--- config.mk ---
export PLATFORM = sky130hd
export DESIGN_NAME = gpio_bank
export DESIGN_NICKNAME = d
export VERILOG_FILES = /design/src/rtl/gpio_bank_pkg.sv /design/src/rtl/gpio_bank_ctrl.sv /design/src/rtl/gpio_bank_dp.sv /design/src/rtl/gpio_bank.sv
export SDC_FILE = /design/constraint.sdc
export NUM_CORES = 1
export LEC_CHECK = 0
export ABC_AREA = 1
export BUFFER_PORTS_ARGS = -buffer_cell sky130_fd_sc_hd__buf_2
export CAP_MARGIN = 20
export CORE_ASPECT_RATIO = 0.75
export CORE_MARGIN = 2
export CORE_UTILIZATION = 55
export CTS_BUF_LIST = sky130_fd_sc_hd__clkbuf_4 sky130_fd_sc_hd__clkbuf_8
export CTS_CLUSTER_SIZE = 14
export DETAILED_ROUTE_END_ITERATION = 7
export HOLD_SLACK_MARGIN = 0.12
export PLACE_DENSITY_LB_ADDON = 0.25
export SYNTH_ARGS = -nofsm -noshare
export SYNTH_HDL_FRONTEND = slang
export SYNTH_HIERARCHICAL = 1
export SYNTH_SLANG_ARGS = --single-unit
--- constraint.sdc ---
create_clock -name clk -period 1.05 [get_ports clk]
set_input_delay 0 -clock clk [delete_from_list [all_inputs] [get_ports clk]]
set_output_delay 0 -clock clk [all_outputs]
set_load 0.005 [all_outputs]
--- src/rtl/gpio_bank_pkg.sv ---
package gpio_bank_pkg;

  localparam int ADDR_W = 3;

  typedef enum logic [ADDR_W-1:0] {
    RA_OUT    = 3'd0,
    RA_DRVOFF = 3'd1,
    RA_BLINK  = 3'd2,
    RA_INV    = 3'd3,
    RA_STATE  = 3'd4,
    RA_CAUSE  = 3'd5,
    RA_EDGEEN = 3'd6,
    RA_LVLEN  = 3'd7
  } regIdx_e;

  localparam int NUM_ADDR = 1 << ADDR_W;

  typedef struct packed {
    logic wrOut;
    logic wrDrvOff;
    logic wrBlink;
    logic wrInv;
    logic wrCause;
    logic wrEdgeEn;
    logic wrLvlEn;
  } wrStrobe_t;

endpackage

--- src/rtl/gpio_bank_ctrl.sv ---
module gpio_bank_ctrl
  import gpio_bank_pkg::*;
#(
  parameter int BLINK_LOG2 = 4
) (
  input  logic              clk,
  input  logic              rstN,
  input  logic              regWe,
  input  logic [ADDR_W-1:0] regAddr,
  output wrStrobe_t         strobe,
  output logic              blinkPhase
);

  logic [NUM_ADDR-1:0]   wrSel;
  logic [BLINK_LOG2-1:0] blinkCnt;

  for (genvar g = 0; g < NUM_ADDR; g++) begin : g_dec
    assign wrSel[g] = regWe && (regAddr == ADDR_W'(g));
  end

  always_comb begin
    strobe          = '0;
    strobe.wrOut    = wrSel[RA_OUT];
    strobe.wrDrvOff = wrSel[RA_DRVOFF];
    strobe.wrBlink  = wrSel[RA_BLINK];
    strobe.wrInv    = wrSel[RA_INV];
    strobe.wrCause  = wrSel[RA_CAUSE];
    strobe.wrEdgeEn = wrSel[RA_EDGEEN];
    strobe.wrLvlEn  = wrSel[RA_LVLEN];
  end

  always_ff @(posedge clk or negedge rstN) begin
    if (!rstN) blinkCnt <= '0;
    else       blinkCnt <= blinkCnt + 1'b1;
  end

  assign blinkPhase = blinkCnt[BLINK_LOG2-1];

  // address decode selects at most one register per write
  a_r2_one_strobe: assert property (@(posedge clk) disable iff (!rstN)
    $onehot0(wrSel));

  // the blink phase never toggles in two successive cycles
  a_r10_phase_hold: assert property (@(posedge clk) disable iff (!rstN)
    (BLINK_LOG2 > 1 && blinkPhase != $past(blinkPhase)) |=> $stable(blinkPhase));

endmodule

--- src/rtl/gpio_bank_dp.sv ---
module gpio_bank_dp
  import gpio_bank_pkg::*;
#(
  parameter int NPINS       = 32,
  parameter int SYNC_STAGES = 2
) (
  input  logic              clk,
  input  logic              rstN,
  input  wrStrobe_t         strobe,
  input  logic              blinkPhase,
  input  logic [ADDR_W-1:0] regAddr,
  input  logic [NPINS-1:0]  regWdata,
  output logic [NPINS-1:0]  regRdata,
  input  logic [NPINS-1:0]  pinIn,
  output logic [NPINS-1:0]  pinOut,
  output logic [NPINS-1:0]  pinDriveEn,
  output logic              irq
);

  logic [NPINS-1:0] dataOut, drvOff, blinkEn, invMask;
  logic [NPINS-1:0] cause, edgeMask, lvlMask;
  logic [NPINS-1:0] syncStage [SYNC_STAGES];
  logic [NPINS-1:0] pinState, prevState, riseVec;

  for (genvar s = 0; s < SYNC_STAGES; s++) begin : g_sync
    always_ff @(posedge clk or negedge rstN) begin
      if (!rstN)       syncStage[s] <= '0;
      else if (s == 0) syncStage[s] <= pinIn;
      else             syncStage[s] <= syncStage[(s == 0) ? 0 : s-1];
    end
  end

  assign pinState = syncStage[SYNC_STAGES-1] ^ invMask;
  assign riseVec  = pinState & ~prevState;

  always_ff @(posedge clk or negedge rstN) begin
    if (!rstN) begin
      dataOut   <= '0;
      drvOff    <= '1;
      blinkEn   <= '0;
      invMask   <= '0;
      edgeMask  <= '0;
      lvlMask   <= '0;
      cause     <= '0;
      prevState <= '0;
    end else begin
      prevState <= pinState;
      if (strobe.wrOut)    dataOut  <= regWdata;
      if (strobe.wrDrvOff) drvOff   <= regWdata;
      if (strobe.wrBlink)  blinkEn  <= regWdata;
      if (strobe.wrInv)    invMask  <= regWdata;
      if (strobe.wrEdgeEn) edgeMask <= regWdata;
      if (strobe.wrLvlEn)  lvlMask  <= regWdata;
      // a new edge overrides a clearing write in the same cycle
      cause <= (strobe.wrCause ? (cause & regWdata) : cause) | riseVec;
    end
  end

  always_comb begin
    case (regAddr)
      RA_OUT:    regRdata = dataOut;
      RA_DRVOFF: regRdata = drvOff;
      RA_BLINK:  regRdata = blinkEn;
      RA_INV:    regRdata = invMask;
      RA_STATE:  regRdata = pinState;
      RA_CAUSE:  regRdata = cause;
      RA_EDGEEN: regRdata = edgeMask;
      default:   regRdata = lvlMask;
    endcase
  end

  assign pinOut     = (blinkEn & {NPINS{blinkPhase}}) | (~blinkEn & dataOut);
  assign pinDriveEn = ~drvOff;
  assign irq        = (|(cause & edgeMask)) | (|(pinState & lvlMask));

  // pending bits only drop during a write to the pending register
  a_r6_no_silent_clear: assert property (@(posedge clk) disable iff (!rstN)
    !strobe.wrCause |=> (($past(cause) & ~cause) == '0));

  // a pending bit only appears after a registered rising edge
  a_r5_set_needs_edge: assert property (@(posedge clk) disable iff (!rstN)
    1'b1 |=> ((cause & ~$past(cause) & ~$past(riseVec)) == '0));

  // no interrupt while both masks are clear
  a_r9_quiet_unmasked: assert property (@(posedge clk) disable iff (!rstN)
    (edgeMask == '0 && lvlMask == '0) |-> !irq);

  // nothing is driven in the first cycle after reset
  a_r1_undriven: assert property (@(posedge clk) disable iff (!rstN)
    $rose(rstN) |-> (pinDriveEn == '0));

endmodule

--- src/rtl/gpio_bank.sv ---
module gpio_bank
  import gpio_bank_pkg::*;
#(
  parameter int NPINS       = 32,
  parameter int SYNC_STAGES = 2,
  parameter int BLINK_LOG2  = 4
) (
  input  logic              clk,
  input  logic              rstN,
  input  logic              regWe,
  input  logic [ADDR_W-1:0] regAddr,
  input  logic [NPINS-1:0]  regWdata,
  output logic [NPINS-1:0]  regRdata,
  input  logic [NPINS-1:0]  pinIn,
  output logic [NPINS-1:0]  pinOut,
  output logic [NPINS-1:0]  pinDriveEn,
  output logic              irq
);

  wrStrobe_t strobe;
  logic      blinkPhase;

  gpio_bank_ctrl #(.BLINK_LOG2(BLINK_LOG2)) u_ctrl (
    .clk        (clk),
    .rstN       (rstN),
    .regWe      (regWe),
    .regAddr    (regAddr),
    .strobe     (strobe),
    .blinkPhase (blinkPhase)
  );

  gpio_bank_dp #(.NPINS(NPINS), .SYNC_STAGES(SYNC_STAGES)) u_dp (
    .clk        (clk),
    .rstN       (rstN),
    .strobe     (strobe),
    .blinkPhase (blinkPhase),
    .regAddr    (regAddr),
    .regWdata   (regWdata),
    .regRdata   (regRdata),
    .pinIn      (pinIn),
    .pinOut     (pinOut),
    .pinDriveEn (pinDriveEn),
    .irq        (irq)
  );

endmodule

==> metrics.csv <==
stage,metric,value,unit
status,status,finished with violations,
status,violations,negative setup slack,
drt,wire_per_inst,20.4,µm
clock_network,cts-root-buf,clkbuf_8,
yosys,synth.cell_area,14000,µm²
worst_setup_path,start_kind,flip-flop,
placement,gp_congestion,0.838,
yosys,synth_fa_ha_area_frac,0.000892,
sta,fin_crit_sh,1.89,
floorplanning,io_pins,167,
yosys,synth_xor_area_frac,0.00312,
pwr,p_leak,10.1,nW
floorplanning,initial_utilization,0.560,
drt,drc,0,
finish,regArea,8150,µm²
drt,vias_per_cell,5.68,
sta,setup_viol,450,
yosys,synth_edf_count,0,
job,maxCapViolCount,0,
floorplanning,die_area,26800,µm²
yosys,synth_top_area_share,0.521,
worst_setup_path,crit_path_end_kind,output pin,
worst_setup_path,required,1050,ps
sta,tightest_slew,635,ps
clock_network,cts_buffers,50,
floorplanning,die_h,142,µm
sta,min_period,1980,ps
placement,dpl_cell_area,16800,µm²
yosys,yosys.area.top_type,dfrtp_1,
sta,fin_hold_ws,70.9,ps
pwr,powerDensity,1850,nW/µm²
sta,setup_ws,-933,ps
drt,drt_iter0_markers,1438,
yosys,synth-compound-area-share,0.144,
worst_setup_path,path_max_fanout,2,
yosys,syn_nets,1670,
finish,final_util,0.831,
floorplanning,die_width,188,µm
yosys,synth-simple-area-share,0.157,
yosys,synth_cells,1599,
yosys,synthArstFlopShare,1.00,
yosys,ys_warn_count,6,
yosys,syn_avg_cell_area,8.77,µm²
worst_setup_path,crit_arrival,1980,ps
finish,fill_cells,1317,
placement,port-buffer-count,166,
sta,skew,25.8,ps
yosys,synthTopCellsByCount,"366 x nand2_1, 292 x dfrtp_1, 267 x o21ai_0, 249 x inv_1, 84 x o22ai_1",
clock_network,cts_tree,done,
sta,max_slew_margin,0.575,
finish,drive_above_1_share,0.404,
yosys,synth_most_common_cell,nand2_1,
yosys,ys_seq_elements,324,
floorplanning,placementRows,50,
clock_network,clk_path_buf_depth,3,
sta,clock.fmax,504,MHz
sta,rsz0062_at_grt,true,
yosys,synth-seq-area-share,0.581,
drt,num_vias,14020,
yosys,synth_top_family_by_area,simple AND/OR/NAND/NOR gates,
drt,routed_wl,50500,µm
clock_network,clock_latency,590,ps
finish,synthToLayoutAreaGrowth,48.3,%
drt,drt_pass1_iterations,6,
grt,first_global_vias,13839,
grt,grt_start_max_net_pins,68,
clock_network,clk_pin_slew,60,ps
finish,n_antenna_cell,0,
clock_network,h-tree-depth,2,
clock_network,cts_sinks,324,
pwr,peakVddDrop,0.00138,V
yosys,synth-main-ff-cell,dfrtp_1,
drt,final_antenna_net_count,0,
grt,grt-ovfl-total,0,
grt,antenna_found_initial,0,
finish,multi_input_area,5560,µm²
floorplanning,core,25000,µm²
finish,fin_nets,2160,
worst_setup_path,worstSetupPathType,flip-flop to output pin,
yosys,synth.top_cells.by_area,"dfrtp_1 52%, nand2_1 9.8%, o21ai_0 9.5%",
finish,final_area,20800,µm²
sta,hold_viol_final,0,
placement,dpl.hpwl,26900,µm
grt,grtUsageTotal,0.342,
yosys,synth_mux_area_frac,0.0257,
grt,grt_pass1_wl,71100,µm
min_path,worst_hold_path_type,input port to flip-flop,
sta,drv_slew,0,
yosys,synth.distinct_cells,23,
through the flow:
stage | total power [mW] | worst slack [ps] | setup TNS (ps) | std cells
finish | 38.5 | -933 | -219510 | 2468
floorplan | 19.3 | 16.9 | 0 | 1599
CTS | 36.9 | -888 | -136090 | 2449
detailed placement | 23.2 | -381 | -26470 | 2213
global route | 40.1 | -1010 | -227250 | 2468
global placement | 22.9 | -391 | -21430 | 2213
cells by family (layout without fill, tap and decap cells):
kind of cell / after synthesis / count (layout)
AOI/OAI and AO/OA: 383 / 383
buffers and inverters: 320 / 851
and+or+nand+nor: 534 / 534
DFF: 324 / 324
muxes: 32 / 32
adders and majority gates: 1 / 1
xor gates and xnor gates: 5 / 5
final timing paths:
kind	start	end	slack, ps	cells past startpoint
max	u_dp/syncStage[6]$_DFF_PN0_	irq	-930	8
min	regWe	u_dp/dataOut[27]$_DFFE_PN0P_	70	6
max reg2reg	u_dp/syncStage[9]$_DFF_PN0_	u_dp/cause[9]$_DFF_PN0_	-160	6
min reg2reg	u_dp/syncStage[41]$_DFF_PN0_	u_dp/syncStage[9]$_DFF_PN0_	340	0
max in group asynchronous	rstN	u_dp/drvOff[16]$_DFFE_PN1P_	-890	6
min in group asynchronous	rstN	u_dp/syncStage[63]$_DFF_PN0_	1000	4
placed cells by master (no fill, tap or decap), drive strengths merged, types with 12 or more instances in the layout:
master | Yosys | routed
o21ai | 267 | 267
dlygate4sd3 | 0 | 109
nand2 | 366 | 366
a21oi | 32 | 32
buf | 25 | 389
dfrtp | 292 | 292
clkbuf | 44 | 94
or2 | 12 | 12
mux2 | 32 | 32
and2 | 24 | 24
inv | 251 | 251
o22ai | 84 | 84
nand3 | 67 | 67
dfstp | 32 | 32
nor2 | 59 | 59
sequential cells by signal, indices dropped and copies added (netlist names):
register         cells
u_dp/syncStage      64
u_dp/blinkEn        32
u_dp/cause          32
u_dp/dataOut        32
u_dp/drvOff         32
u_dp/edgeMask       32
u_dp/invMask        32
u_dp/lvlMask        32
u_dp/prevState      32
u_ctrl/blinkCnt      4
power by group:
group	switching (mW)	internal, mW	leakage [nW]
Sequential	1.44	14.7	3.74
Combinational	5.23	4.63	5.72
Clock	5.09	7.34	0.637
Total	11.8	26.7	10.1
worst max-delay path, stage by stage, from the launching register on:
cell,delay (ps)
dfrtp_1,390
or2_4,260
nand3_2,70
nand2_2,70
nor2_4,140
nand2_2,120
nor2_4,160
nand2_2,70
buf_2,120
area by class of cell:
type                       count  area share
sequential                   324       0.392
tap                          338      0.0203
inverter                     251      0.0459
multi-input combinational    955       0.267
timing repair buffer         507       0.217
clock buffer                  86      0.0512
clock inverter                 7     0.00650
layer usage:
metal | part of all wire | global-route usage
met1 | 0.38 | 0.444
met2 | 0.47 | 0.558
met3 | 0.10 | 0.0685
met4 | 0.047 | 0.163
met5 | 0 | 0
timing repair:
| action | 4_1_cts | 5_1_grt |
|---|---|---|
| pin swaps | 105 | 82 |
| endpoints found under the hold margin | 580 | 116 |
| setup endpoints to repair | 110 | 508 |
| hold buffers | 110 | 4 |
| setup buffers | 40 | 33 |
| gates cloned | 1 | 5 |
| gates resized for setup | 260 | 217 |
No activity file was read; power rests on OpenSTA's default activity.
